$ cat src/rtl/lbus_pkg.sv
package lbus_pkg;
  typedef enum logic [2:0] {
    ST_IDLE,
    ST_SETUP,
    ST_STROBE,
    ST_HOLD,
    ST_RDWAIT
  } cyc_state_e;
endpackage

$ cat src/rtl/lbus_seq.sv
module lbus_seq
  import lbus_pkg::*;
(
  input  logic clk_i,
  input  logic rst_ni,
  input  logic req_i,
  input  logic we_i,
  input  logic rdy_i,
  output logic acc_o,
  output logic fin_o,
  output logic cap_o,
  output logic win_o,
  output logic done_o
);
  cyc_state_e st_q, st_d;
  logic done_q;

  always_comb begin
    st_d  = st_q;
    acc_o = 1'b0;
    fin_o = 1'b0;
    cap_o = 1'b0;
    unique case (st_q)
      ST_IDLE: if (req_i) begin
        acc_o = 1'b1;
        st_d  = we_i ? ST_SETUP : ST_RDWAIT;
      end
      ST_SETUP:  st_d = ST_STROBE;
      ST_STROBE: if (rdy_i) st_d = ST_HOLD;
      ST_HOLD: begin
        fin_o = 1'b1;
        st_d  = ST_IDLE;
      end
      ST_RDWAIT: if (rdy_i) begin
        fin_o = 1'b1;
        cap_o = 1'b1;
        st_d  = ST_IDLE;
      end
      default: st_d = ST_IDLE;
    endcase
  end

  always_ff @(posedge clk_i or negedge rst_ni) begin
    if (!rst_ni) begin
      st_q   <= ST_IDLE;
      done_q <= 1'b0;
    end else begin
      st_q   <= st_d;
      done_q <= fin_o;
    end
  end

  assign win_o  = (st_q == ST_STROBE);
  assign done_o = done_q;

  p_done_pulse_r10: assert property (@(posedge clk_i) disable iff (!rst_ni)
    done_o |=> !done_o);
endmodule

$ cat src/rtl/lbus_strobe.sv
module lbus_strobe #(
  parameter int LANES = 2
) (
  input  logic             clk_i,
  input  logic             rst_ni,
  input  logic             win_i,
  input  logic [LANES-1:0] be_i,
  output logic [LANES-1:0] we_no
);
  logic arm_q;

  // arm on the falling edge inside the window; window closes on a rising edge
  always_ff @(negedge clk_i or negedge rst_ni) begin
    if (!rst_ni) arm_q <= 1'b0;
    else         arm_q <= win_i;
  end

  for (genvar l = 0; l < LANES; l++) begin : g_lane
    assign we_no[l] = ~(arm_q & win_i & be_i[l]);
  end

  p_arm_in_win_r4: assert property (@(posedge clk_i) disable iff (!rst_ni)
    arm_q |-> win_i);
endmodule

$ cat src/rtl/lbus_datapath.sv
module lbus_datapath #(
  parameter int AW      = 16,
  parameter int DW      = 16,
  parameter int TW      = 2,
  parameter int NUM_SEL = 3
) (
  input  logic               clk_i,
  input  logic               rst_ni,
  input  logic               acc_i,
  input  logic               fin_i,
  input  logic               cap_i,
  input  logic               we_i,
  input  logic [TW-1:0]      tgt_i,
  input  logic [AW-1:0]      addr_i,
  input  logic [DW-1:0]      wdata_i,
  input  logic [DW/8-1:0]    be_i,
  input  logic [DW-1:0]      bus_data_i,
  output logic [AW-1:0]      addr_o,
  output logic [DW-1:0]      data_o,
  output logic               drive_o,
  output logic               oe_no,
  output logic [NUM_SEL-1:0] cs_no,
  output logic [DW/8-1:0]    be_o,
  output logic [DW-1:0]      rdata_o
);
  localparam logic [TW-1:0] LAST_SEL = TW'(NUM_SEL - 1);

  logic              cyc_q, wr_q;
  logic [TW-1:0]     tgt_q, sel_idx;
  logic [AW-1:0]     addr_q;
  logic [DW-1:0]     wdata_q, rdata_q;
  logic [DW/8-1:0]   be_q;

  always_ff @(posedge clk_i or negedge rst_ni) begin
    if (!rst_ni) begin
      cyc_q   <= 1'b0;
      wr_q    <= 1'b0;
      tgt_q   <= '0;
      addr_q  <= '0;
      wdata_q <= '0;
      be_q    <= '0;
      rdata_q <= '0;
    end else begin
      if (acc_i) begin
        cyc_q   <= 1'b1;
        wr_q    <= we_i;
        tgt_q   <= tgt_i;
        addr_q  <= addr_i;
        wdata_q <= wdata_i;
        be_q    <= be_i;
      end else if (fin_i) begin
        cyc_q <= 1'b0;
      end
      if (cap_i) rdata_q <= bus_data_i;
    end
  end

  // codes above the last select fold onto it
  assign sel_idx = (tgt_q > LAST_SEL) ? LAST_SEL : tgt_q;

  for (genvar g = 0; g < NUM_SEL; g++) begin : g_sel
    assign cs_no[g] = ~(cyc_q && (sel_idx == TW'(g)));
  end

  assign addr_o  = addr_q;
  assign data_o  = wdata_q;
  assign be_o    = be_q;
  assign drive_o = cyc_q & wr_q;
  assign oe_no   = ~(cyc_q & ~wr_q);
  assign rdata_o = rdata_q;

  p_one_sel_r2: assert property (@(posedge clk_i) disable iff (!rst_ni)
    $countones(~cs_no) <= 1);
  p_no_fight_r8: assert property (@(posedge clk_i) disable iff (!rst_ni)
    !(!oe_no && drive_o));
  p_turn_r9: assert property (@(posedge clk_i) disable iff (!rst_ni)
    $rose(oe_no) |-> !drive_o);
endmodule

$ cat src/rtl/lbus_cycle_ctrl.sv
module lbus_cycle_ctrl #(
  parameter int AW = 16,
  parameter int DW = 16,
  parameter int TW = 2
) (
  input  logic              clk_i,
  input  logic              rst_ni,
  input  logic              req_i,
  input  logic              we_i,
  input  logic [TW-1:0]     tgt_i,
  input  logic [AW-1:0]     addr_i,
  input  logic [DW-1:0]     wdata_i,
  input  logic [DW/8-1:0]   be_i,
  output logic [DW-1:0]     rdata_o,
  output logic              done_o,
  output logic              bus_clk_o,
  output logic              bus_rst_no,
  output logic [AW-1:0]     bus_addr_o,
  output logic [DW-1:0]     bus_data_o,
  output logic              bus_data_oe_o,
  input  logic [DW-1:0]     bus_data_i,
  output logic              bus_oe_no,
  output logic [DW/8-1:0]   bus_we_no,
  output logic              ram_cs_no,
  output logic              rom_cs_no,
  output logic              aux_cs_no,
  input  logic              bus_rdy_i
);
  localparam int LANES   = DW / 8;
  localparam int NUM_SEL = 3;

  logic acc, fin, cap, win, brst_q;
  logic [LANES-1:0]   be_q;
  logic [NUM_SEL-1:0] cs_n;

  lbus_seq u_seq (
    .clk_i  (clk_i),
    .rst_ni (rst_ni),
    .req_i  (req_i),
    .we_i   (we_i),
    .rdy_i  (bus_rdy_i),
    .acc_o  (acc),
    .fin_o  (fin),
    .cap_o  (cap),
    .win_o  (win),
    .done_o (done_o)
  );

  lbus_datapath #(.AW(AW), .DW(DW), .TW(TW), .NUM_SEL(NUM_SEL)) u_dp (
    .clk_i      (clk_i),
    .rst_ni     (rst_ni),
    .acc_i      (acc),
    .fin_i      (fin),
    .cap_i      (cap),
    .we_i       (we_i),
    .tgt_i      (tgt_i),
    .addr_i     (addr_i),
    .wdata_i    (wdata_i),
    .be_i       (be_i),
    .bus_data_i (bus_data_i),
    .addr_o     (bus_addr_o),
    .data_o     (bus_data_o),
    .drive_o    (bus_data_oe_o),
    .oe_no      (bus_oe_no),
    .cs_no      (cs_n),
    .be_o       (be_q),
    .rdata_o    (rdata_o)
  );

  lbus_strobe #(.LANES(LANES)) u_stb (
    .clk_i  (clk_i),
    .rst_ni (rst_ni),
    .win_i  (win),
    .be_i   (be_q),
    .we_no  (bus_we_no)
  );

  always_ff @(posedge clk_i or negedge rst_ni) begin
    if (!rst_ni) brst_q <= 1'b0;
    else         brst_q <= 1'b1;
  end

  assign bus_clk_o  = clk_i;
  assign bus_rst_no = brst_q;
  assign ram_cs_no  = cs_n[0];
  assign rom_cs_no  = cs_n[1];
  assign aux_cs_no  = cs_n[2];

  p_we_needs_cs_r3: assert property (@(posedge clk_i) disable iff (!rst_ni)
    (bus_we_no != '1) |-> (bus_data_oe_o && (cs_n != '1)));
  p_hold_after_we_r5: assert property (@(posedge clk_i) disable iff (!rst_ni)
    (bus_we_no != '1) |=> ($stable(bus_addr_o) && (cs_n != '1)));
endmodule

$ cat config.mk
export PLATFORM = sky130hd
export DESIGN_NAME = lbus_cycle_ctrl
export DESIGN_NICKNAME = d
export VERILOG_FILES = /design/src/rtl/lbus_pkg.sv /design/src/rtl/lbus_seq.sv /design/src/rtl/lbus_strobe.sv /design/src/rtl/lbus_datapath.sv /design/src/rtl/lbus_cycle_ctrl.sv
export SDC_FILE = /design/constraint.sdc
export NUM_CORES = 1
export LEC_CHECK = 0
export ABC_CLOCK_PERIOD_IN_PS = 1500
export BUFFER_PORTS_ARGS = -buffer_cell sky130_fd_sc_hd__buf_4
export CORE_ASPECT_RATIO = 0.75
export CORE_MARGIN = 2
export CORE_UTILIZATION = 40
export CTS_BUF_LIST = sky130_fd_sc_hd__clkbuf_4 sky130_fd_sc_hd__clkbuf_8
export DETAILED_ROUTE_END_ITERATION = 12
export PLACE_DENSITY = 0.79
export SETUP_SLACK_MARGIN = 0.02
export SLEW_MARGIN = 20
export SYNTH_ARGS = -nofsm -noshare
export SYNTH_HDL_FRONTEND = slang
export SYNTH_SLANG_ARGS = --single-unit
export TNS_END_PERCENT = 30
$ cat constraint.sdc
create_clock -name clk_i -period 1.5 [get_ports clk_i]
set_clock_uncertainty 0.05 [all_clocks]
set_input_delay 0.15 -clock clk_i [delete_from_list [all_inputs] [get_ports clk_i]]
set_output_delay 0.15 -clock clk_i [all_outputs]
set_load 0.03 [all_outputs]
==> impl_results.md, run 1 <==
- Status: finished with violations
- Violated checks: setup timing
- Core Region: 5800 sq um
- First-pass GRT wire length: 10400 microns
- GRT Overall Usage: 21.1%
- Tot Pwr: 9.63 mW
- Critical Path Source Type: flop
- FP Rows: 24
- Initial Util: 41.4%
- Logic pwr share: 51.4%
- Gpl congestion: 0.721
- Post-route ant nets: 0
- Worst reg2reg setup slack: -0.15 ns
- Die H: 71.1 microns
- Netlist cell types: 27
- Synth Cell Area: 2400 sq um
- Die area: 6640 sq um
- Sw Pwr: 3.85 mW
- Part of the power in the clock network: 18.2%
- Arr. time, crit path: 2.07 ns
- Critical path type: reg2out
- Dpl cells: 345
- Mapped Cells: 150
- Latest clock arrival within the worst-skew pair: 0.44 ns
- Slowest library cell on the worst path: dfrtn_1
- Clock-pin slew on the worst setup and hold paths: 0.07 ns
- Antenna violations before repair: 0
- Power Dens Cells: 2230 nW/um^2
- Post-DP HPWL: 3650 microns
- Layout fillers: 374
- Drt pass-1 iters: 4
- Sequential power share: 30.4%
- Via density: 4.64
- Hold slack: 0.249 ns
- Pins over their slew limit: 0
- Worst Hold Class: in2async
- Vias in the first global route: 2201
- Boundary Pins: 115
- Post-Route WL: 6450 microns
- Net Sw Frac: 39.9%
- Synth-to-layout area growth: 80.1%
- Detailed Route Iter0 Violations: 51
- Largest net degree at the start of global routing: 60
- Synth Register Bits: 60
- Post-synthesis sequential area ratio: 62.5%
- TritonCTS clock tree: done
- Setup violators final: 58
- CP bufs+invs: 1
- Synth Warn #: 0
- Die Span X: 93.5 microns
- Final setup margin: -0.774 ns
- Worst stage delay on the critical path: 0.39 ns
- Placed inst area: 3430 sq um
- IO Port Bufs: 114
- Finished Layout Cells: 424
- Cell family with most CP delay: flip-flops
- Drt drc: 0
- Maximum VDD drop: 1.30 mV
- Required @ worst endpoint: 1.30 ns
- Layout Nets: 398
- Unrepaired setup endpoints after global routing: yes
- Via count: 1966
- Avg Cell Area, Syn: 16.0 sq um
- Worst Path Max Fanout: 2
- Layout cells sized above 1: 61.6%
- CP Capture Type: output pin
- Cells along the critical path: nor4b_4, nand2_2, buf_6
- Count of final hold-check violations: 0
- Max-cap violation count: 0
- Leak: 2.05 nW
- Internal power: 5.79 mW
- Post-Syn Nets: 207
- Congestion Overflow GR: 0
- Design Area, Final: 4320 sq um
- Drt wl/cell: 15.2 microns
- Antenna diode count: 0
[routing by layer]
layer	track usage, %	vias to the layer above	wire (microns)
li1	-	906	-
met1	23.6	961	2530
met2	33.8	81	3230
met3	10.3	18	526
met4	10.6	0	161
met5	0	-	0
[flip-flops by register name, indices dropped and copies added, names as in the netlist]
| signal | cells |
|---|---|
| u_dp.cyc_q | 1 |
| bus_rst_no | 1 |
| u_dp.rdata_o | 16 |
| u_seq.st_q | 3 |
| u_dp.data_o | 16 |
| u_stb.arm_q | 1 |
| u_dp.addr_o | 16 |
| u_dp.wr_q | 1 |
| u_dp.tgt_q | 2 |
| u_dp.be_o | 2 |
| u_seq.done_o | 1 |
[worst reg2reg max path, delay by kind of cell, from the launching register on]
kind,cells,cell delay [ns]
DFF,1,0.47
buffers and inverters,2,0.37
and+or+nand+nor,1,0.27
muxes,1,0.38
[power groups by stage]
| stage | combinational [mW] | clock (mW) | sequential [mW] |
|---|---|---|---|
| 6_report | 4.95 | 1.75 | 2.93 |
| 4_1_cts | 4.86 | 1.80 | 2.91 |
| 3_3_place_gp | 4.53 | 0.0998 | 2.89 |
| 3_5_place_dp | 4.60 | 0.0998 | 2.92 |
| 5_1_grt | 5.19 | 1.91 | 3.03 |
| 2_1_floorplan | 1.66 | 0.0998 | 4.17 |
[kinds of logic after synthesis]
logic type	Yosys count	share of synthesized area (%)
AOI/OAI and AO/OA	7	2.08
other	1	0.156
xor gates and xnor gates	1	0.365
muxes	53	26.3
buffers and inverters	12	4.22
and+or+nand+nor	16	4.38
DFF	60	62.5
[cells in the mapped netlist]
library cell  instances  share of area [%]
a31o_2                1               0.36
nor4b_1               2               0.73
conb_1                1               0.16
mux2_2               44                 21
inv_2                 1               0.16
or3b_2                1               0.36
nand2_1               4               0.63
buf_4                 3               0.94
nor4_4                1               0.89
dfrtp_1              59                 61
nand3_1               1               0.21
buf_6                 6                2.8
o21ai_0               1               0.21
a211oi_1              1               0.31
a22oi_1               1               0.31
inv_1                 2               0.31
nand3b_1              1               0.31
nand2b_1              1               0.26
xnor2_1               1               0.36
and2_1                1               0.26
nor2_1                2               0.31
o31ai_1               1               0.31
a21oi_1               1               0.21
nor3_1                2               0.42
a221oi_1              1               0.36
mux2_4                9                5.6
dfrtn_1               1                1.0
[final timing paths]
path,to,startpoint,cells after the start
max,bus_we_no[0],u_stb.arm_q,3
min,u_dp.addr_o[13],rst_ni,3
max reg2reg,u_dp.data_o[1],u_seq.st_q[1],4
min reg2reg,u_dp.rdata_o[7],u_dp.rdata_o[7],1
max in group asynchronous,u_stb.arm_q,rst_ni,2
min in group clk_i,u_dp.data_o[9],wdata_i[9],3
[layout by cell type (no fill, tap or decap), types with 2 or more instances in the layout]
master	netlist	routed
nand2_2	0	2
clkinv_4	0	4
nor4b_4	0	2
nor2_1	2	2
nor3_1	2	2
buf_12	0	2
dfrtp_2	0	2
mux2_4	9	18
mux2_2	44	35
buf_6	6	10
buf_4	3	117
inv_1	2	2
clkbuf_8	0	12
dfrtp_1	59	57
dlygate4sd3_1	0	56
nand2_1	4	2
[per-stage QoR]
stage / setup TNS [ns] / util [%] / setup slack [ns]
4_1_cts: -5.95 / 74.1 / -0.770
6_report: -5.79 / 74.6 / -0.774
3_5_place_dp: -5.93 / 59.2 / -0.308
5_1_grt: -8.67 / 74.6 / -0.823
2_1_floorplan: -5.03 / - / -0.213
3_3_place_gp: -5.11 / 59.2 / -0.298
[cell type report]
cell class                      count  area, sq um  area share (%)
Clock inverter                      7         77.6            1.79
Inverter                            3         11.3           0.260
Multi-Input combinational cell     78          872            20.2
Sequential cell                    60         1500            34.8
Clock buffer                       13          173            3.99
Tap cell                           78         97.6            2.26
Timing Repair Buffer              185         1590            36.7
[repair_timing]
| item | CTS | global route |
|---|---|---|
| buffers inserted | 3 | 0 |
| cloned | 1 | 0 |
| pin swaps | 2 | 2 |
| hold endpoints to repair | 115 | 0 |
| gates resized for setup | 11 | 8 |
| hold buffers | 56 | 0 |
| setup endpoints to repair | 58 | 60 |
(Power assumes the default switching activity.)
==> run 2: changes to the inputs <==
--- a/config.mk
+++ b/config.mk
@@ -12,10 +12,11 @@
 export CORE_UTILIZATION = 40
 export CTS_BUF_LIST = sky130_fd_sc_hd__clkbuf_4 sky130_fd_sc_hd__clkbuf_8
 export DETAILED_ROUTE_END_ITERATION = 12
-export PLACE_DENSITY = 0.79
+export PLACE_DENSITY = 0.82
 export SETUP_SLACK_MARGIN = 0.02
 export SLEW_MARGIN = 20
 export SYNTH_ARGS = -nofsm -noshare
 export SYNTH_HDL_FRONTEND = slang
+export SYNTH_HIERARCHICAL = 1
 export SYNTH_SLANG_ARGS = --single-unit
 export TNS_END_PERCENT = 30
==> run 2 against run 1 <==
The flow still finishes with violations (setup timing). Register-to-register slack gained 0.04 ns. Worst hold slack worse by 0.0075 ns. Sequential power about the same. Core utilization rose by 3.2 points. Sequential share of layout area decreased by 1.6 points. Wire length is 11% higher. Flip-flop and latch count unchanged. First-iteration DRC count decreased by 18%. Global-route usage grew 1.6 points. Synthesized cell count fell by 2.7%. Critical path type unchanged.
==> impl_results.md, run 2 <==
- Synth top cells by count: 59 x dfrtp_1, 34 x mux2_2, 19 x mux2_4
- Async set or reset register ratio after synthesis: 100%
- Layout Nets: 395
- Max-cap violation count: 0
- Setup violators final: 56
- Yosys top cell area share: 61.4%
- Internal power: 6.58 mW
- Number of synthesized flops with an enable pin: 0
- Critical Path Source Type: flop
- Vias in the first global route: 2169
- CP Depth: 2
- Drt wl/cell: 17.0 microns
- Die H: 71.2 microns
- Antenna diode count: 0
- CP bufs+invs: 1
- Netlist cell types: 26
- Drt drc: 0
- Setup tns final: -4.69 ns
- Worst Path Max Fanout: 2
- GRT Overall Usage: 22.7%
- TritonCTS clock tree: done
- Post-Route WL: 7170 microns
- Post-DP HPWL: 3740 microns
- Post-synth top flop: dfrtp_1
- Maximum VDD drop: 1.43 mV
- Largest cells by area after synthesis: dfrtp_1 61%, mux2_2 16%, mux2_4 12%
- IO Port Bufs: 114
- Critical path type: reg2out
- Antenna violations before repair: 0
- Detailed Route Iter0 Violations: 42
- Avg Cell Area, Syn: 16.5 sq um
- Via density: 4.66
- Synth Register Bits: 60
- Most frequent cells in the layout: 114 x buf_4, 58 x dfrtp_1, 56 x dlygate4sd3_1
- First-pass GRT wire length: 11000 microns
- Post-route ant nets: 0
- Most frequent cell after synthesis: dfrtp_1
- Violated checks: setup timing
- Final setup margin: -0.560 ns
- Latest clock arrival within the worst-skew pair: 0.43 ns
- Largest net degree at the start of global routing: 60
- Area leader, netlist: dfrtp_1
- CP Capture Type: output pin
- Synth Warn #: 6
- Initial Util: 41.3%
- Synth Cell Area: 2410 sq um
- Boundary Pins: 115
- Synth-to-layout area growth: 88.5%
- Reg2Reg Depth: 4
- Via count: 1960
- Power Dens Cells: 2320 nW/um^2
- Unrepaired setup endpoints after global routing: yes
- Layout cells sized above 1: 61.5%
- Commonest non-fill, non-tap cell in the layout: buf_4
- Slowest library cell on the worst path: dfrtn_1
- Leak: 2.19 nW
- Net Sw Frac: 37.6%
- Logic pwr share: 51.8%
- Mapped Cells: 146
- FP Rows: 24
- Count of final hold-check violations: 0
- Sequential power share: 27.9%
- Core Region: 5830 sq um
- Clock-pin slew on the worst setup and hold paths: 0.07 ns
- Gpl congestion: 0.732
- Die area: 6660 sq um
- Die Span X: 93.6 microns
- Congestion Overflow GR: 0
- Sw Pwr: 3.96 mW
- Cells along the critical path: nand3_1, buf_6
- Post-Syn Nets: 203
- Hold slack: 0.241 ns
- Cell family with most CP delay: flip-flops
- Worst Hold Class: in2async
- Post-synthesis sequential area ratio: 62.4%
- Status: finished with violations
- Drt pass-1 iters: 4
- Arr. time, crit path: 1.86 ns
- Worst stage delay on the critical path: 0.43 ns
- Required @ worst endpoint: 1.30 ns
- Pins over their slew limit: 0
- Part of the power in the clock network: 20.4%
[run 2: area by class of cell]
class	count	area (sq um)
tap	78	97.6
timing repair buffer	186	1700
inverter	1	3.75
sequential	60	1500
multi-input combinational	76	933
clock buffer	16	208
fill	348	1290
clock inverter	4	95.1
[run 2: cell families after synthesis]
logic type,Yosys count,share of synthesized area [%]
DFF,60,62.4
muxes,53,27.8
and+or+nand+nor,17,4.42
buffers and inverters,10,3.43
AOI/OAI and AO/OA,4,1.46
xor gates and xnor gates,1,0.364
other,1,0.156
[run 2: path summary, 6_finish.rpt]
kind	from	end	slack, ns
worst min register to register	u_dp/data_o[0]	u_dp/data_o[0]	0.46
worst max-delay path	u_stb/arm_q	bus_we_no[1]	-0.56
worst min-delay path	rst_ni	u_dp/rdata_o[12]	0.24
max in group asynchronous	rst_ni	u_stb/arm_q	0.61
worst max register to register	u_seq/st_q[2]	u_dp/tgt_q[0]	-0.11
min in group clk_i	addr_i[7]	u_dp/addr_o[7]	0.44
[run 2: routing by layer]
layer  track usage, %  share of wire [%]  routed length (microns)
met5                0                  0                        0
met3             10.2                7.8                      559
met4             10.5                1.7                      121
met1             25.3                 39                     2790
met2             37.6                 52                     3710
[run 2: stage by stage]
step	power (mW)	worst slack, ns	cell area (sq um)	util, %	cells
after floorplan	5.96	-0.0946	2450	-	146
after CTS	10.3	-0.538	4460	76.6	419
final	10.5	-0.560	4540	77.9	421
after global placement	7.52	-0.0783	3430	58.8	339
after global routing	11.0	-0.611	4540	77.9	421
after detailed placement	7.65	-0.123	3430	58.8	339
[run 2: worst min-delay path, delay by kind of cell]
kind                   cells  cell delay (ns)
buffers and inverters      3             0.97
[run 2: repair_timing]
item	4_1_cts	5_1_grt
setup endpoints to repair	56	60
hold buffers	56	0
gates cloned	2	2
buffers inserted	3	0
hold endpoints to repair	114	0
resized for setup	29	6
pin swaps	4	1
[run 2: power by group through the flow]
stage	Combinational (mW)	Clock (mW)	Sequential [mW]
3_3_place_gp	4.56	0.0998	2.86
5_1_grt	5.70	2.27	3.03
4_1_cts	5.25	2.17	2.89
2_1_floorplan	1.70	0.0998	4.17
3_5_place_dp	4.65	0.0998	2.90
6_report	5.46	2.14	2.94
==> run 3: changes to the inputs <==
--- a/config.mk
+++ b/config.mk
@@ -5,6 +5,7 @@
 export SDC_FILE = /design/constraint.sdc
 export NUM_CORES = 1
 export LEC_CHECK = 0
+export ABC_AREA = 1
 export ABC_CLOCK_PERIOD_IN_PS = 1500
 export BUFFER_PORTS_ARGS = -buffer_cell sky130_fd_sc_hd__buf_4
 export CORE_ASPECT_RATIO = 0.75
@@ -12,6 +13,7 @@
 export CORE_UTILIZATION = 40
 export CTS_BUF_LIST = sky130_fd_sc_hd__clkbuf_4 sky130_fd_sc_hd__clkbuf_8
 export DETAILED_ROUTE_END_ITERATION = 12
+export HOLD_SLACK_MARGIN = 0.05
 export PLACE_DENSITY = 0.82
 export SETUP_SLACK_MARGIN = 0.02
 export SLEW_MARGIN = 20
==> run 3 against run 2 <==
The flow still finishes with violations (setup timing). Power is 18% lower. Global-route usage down 1.3 points. Register-to-register slack improved by 0.12 ns. Largest cell class unchanged. Largest power group unchanged. Highest routed layer unchanged.
==> impl_results.md, run 3 <==
- Final Core Density: 71.7%
- Post-DP HPWL: 3880 microns
- Violated checks: setup timing
- Setup WS pre-CTS: -0.139 ns
- Relative slew slack: 52.6%
- Most frequent cell after synthesis: nand2_1
- Gpl congestion: 0.752
- Yosys top cell area share: 61.1%
- Most frequent cells in the layout: 167 x nand2_1, 121 x buf_4, 58 x dfrtp_1
- Setup violators final: 2
- Number of synthesized flops with an enable pin: 0
- Hold slack: 0.395 ns
- Synth Cell Area: 2410 sq um
- Layout cells sized above 1: 34.0%
- Synth-to-layout area growth: 73.0%
- FP Rows: 24
- Synth Register Bits: 60
- Netlist cell types: 20
- Drt pass-1 iters: 4
- TritonCTS clock tree: done
- Status: finished with violations
- GRT Overall Usage: 21.4%
- Compound-gate portion of the synthesized area: 0.466%
- Post-route ant nets: 0
- Area leader, netlist: dfrtp_1
- Commonest non-fill, non-tap cell in the layout: nand2_1
- Arr. time, crit path: 1.86 ns
- Post-Route WL: 6730 microns
- Layout Nets: 510
- Synth Warn #: 6
- Async set or reset register ratio after synthesis: 100%
- Initial Util: 41.5%
- Avg Cell Area, Syn: 8.98 sq um
- Required @ worst endpoint: 1.30 ns
- Pins over their slew limit: 0
- Unrepaired setup endpoints after global routing: yes
- Antenna diode count: 0
- Adder-Cell Fraction of Synth Area: 0%
- Leak: 2.27 nW
- Latest clock arrival within the worst-skew pair: 0.42 ns
- Slew at the pin with the worst max-slew slack: 0.710 ns
- Die Span X: 93.7 microns
- Drt wl/cell: 12.6 microns
- First-pass GRT wire length: 10900 microns
- Die area: 6680 sq um
- Largest cells by area after synthesis: dfrtp_1 61%, nand2_1 26%, buf_6 2.8%
- Critical Path Source Type: flop
- Synth top cells by count: 168 x nand2_1, 59 x dfrtp_1, 6 x buf_6, 6 x inv_1, 5 x nand3_1
- Via density: 4.43
- Largest family of logic cells by synthesized area: simple AND/OR/NAND/NOR gates
- Max-cap violation count: 0
- Core Region: 5830 sq um
- Final setup margin: -0.564 ns
- Tot Pwr: 8.60 mW
- CP Capture Type: output pin
- Critical path type: reg2out
- Congestion Overflow GR: 0
- Largest net degree at the start of global routing: 60
- Post-synthesis sequential area ratio: 62.2%
- Power Dens Cells: 2060 nW/um^2
- Synth Area in XOR/XNOR: 0%
- Mux cell area share after synthesis: 0%
- Maximum VDD drop: 1.09 mV
- Antenna violations before repair: 0
- Vias in the first global route: 2492
- Count of final hold-check violations: 0
- Via count: 2366
- Post-synth top flop: dfrtp_1
- Worst Path Max Fanout: 2
- Mapped Cells: 269
- Detailed Route Iter0 Violations: 101
- Drt drc: 0
- Simple logic cell fraction of the synthesized area: 30.2%
- Worst Hold Class: in2async
- Post-Syn Nets: 326
- Boundary Pins: 115
- Die H: 71.3 microns
- Clock-pin slew on the worst setup and hold paths: 0.06 ns
- IO Port Bufs: 114
- Finished Layout Cells: 534
- Dpl cells: 458
==> run 3: changes by cell type after synthesis, moves of 2 or more <==
cell	before	now
mux2_4	19	0
inv_1	1	6
buf_8	0	3
buf_2	3	1
buf_4	1	3
nand3_1	2	5
nor2_1	1	4
inv_2	0	2
mux2_2	34	0
nand2_1	3	168
==> run 3: path summary, 6_finish.rpt <==
kind / start / end / slack, ns / cells after the start
setup / recovery: u_stb/arm_q / bus_we_no[1] / -0.56 / 2
hold / removal: rst_ni / u_dp/addr_o[11] / 0.40 / 3
setup reg to reg: u_seq/st_q[1] / u_stb/arm_q / 0.01 / 1
hold reg to reg: u_dp/data_o[12] / u_dp/data_o[12] / 0.42 / 2
max in group asynchronous: rst_ni / u_seq/st_q[0] / 0.51 / 3
min in group clk_i: wdata_i[1] / u_dp/data_o[1] / 0.41 / 4
==> run 3: kinds of logic (layout without fill, tap and decap cells) <==
logic type	Yosys count	after routing
other	1	1
and+or+nand+nor	185	185
AOI/OAI and AO/OA	2	2
buffers and inverters	21	208
DFF	60	60
==> run 3: power by group <==
group          total [mW]  switching [mW]  internal, mW
Sequential           2.85           0.476          2.37
Combinational        4.26            2.63          1.63
Clock                1.49           0.654         0.839
Total                8.60            3.76          4.84
==> run 3: per-stage QoR <==
stage | instance area [sq um] | TNS (ns)
floorplan | 2440 | -0.145
global placement | 3340 | -0.205
detailed placement | 3340 | -0.359
CTS | 4120 | -1.17
global route | 4180 | -1.22
finish | 4180 | -1.12
==> run 3: metal layers <==
| layer | wire, microns | track usage (%) | vias to the layer above |
|---|---|---|---|
| li1 | - | - | 1174 |
| met1 | 2870 | 26.0 | 1087 |
| met2 | 3370 | 34.4 | 97 |
| met3 | 436 | 9.15 | 8 |
| met4 | 55 | 7.57 | 0 |
| met5 | 0 | 0 | - |
==> run 3: timing repair <==
item                                   in CTS  in global routing
hold buffers                               56                  0
setup endpoints to repair                  56                 50
endpoints found under the hold margin     115                  0
gates resized for setup                     4                  9
buffers inserted                            0                  3
pin swaps                                   1                  2
==> run 3: area by class of cell <==
cell class,count,area (sq um)
Clock inverter,3,15.0
Inverter,8,37.5
Fill cell,427,1650
Multi-Input combinational cell,188,781
Clock buffer,15,194
Timing Repair Buffer,182,1550
Tap cell,78,97.6
Sequential cell,60,1500
==> run 3: worst max-delay path, stage by stage, from the launching register on <==
cell	delay (ns)
dfrtn_1	0.45
nand3_2	0.09
buf_6	0.14
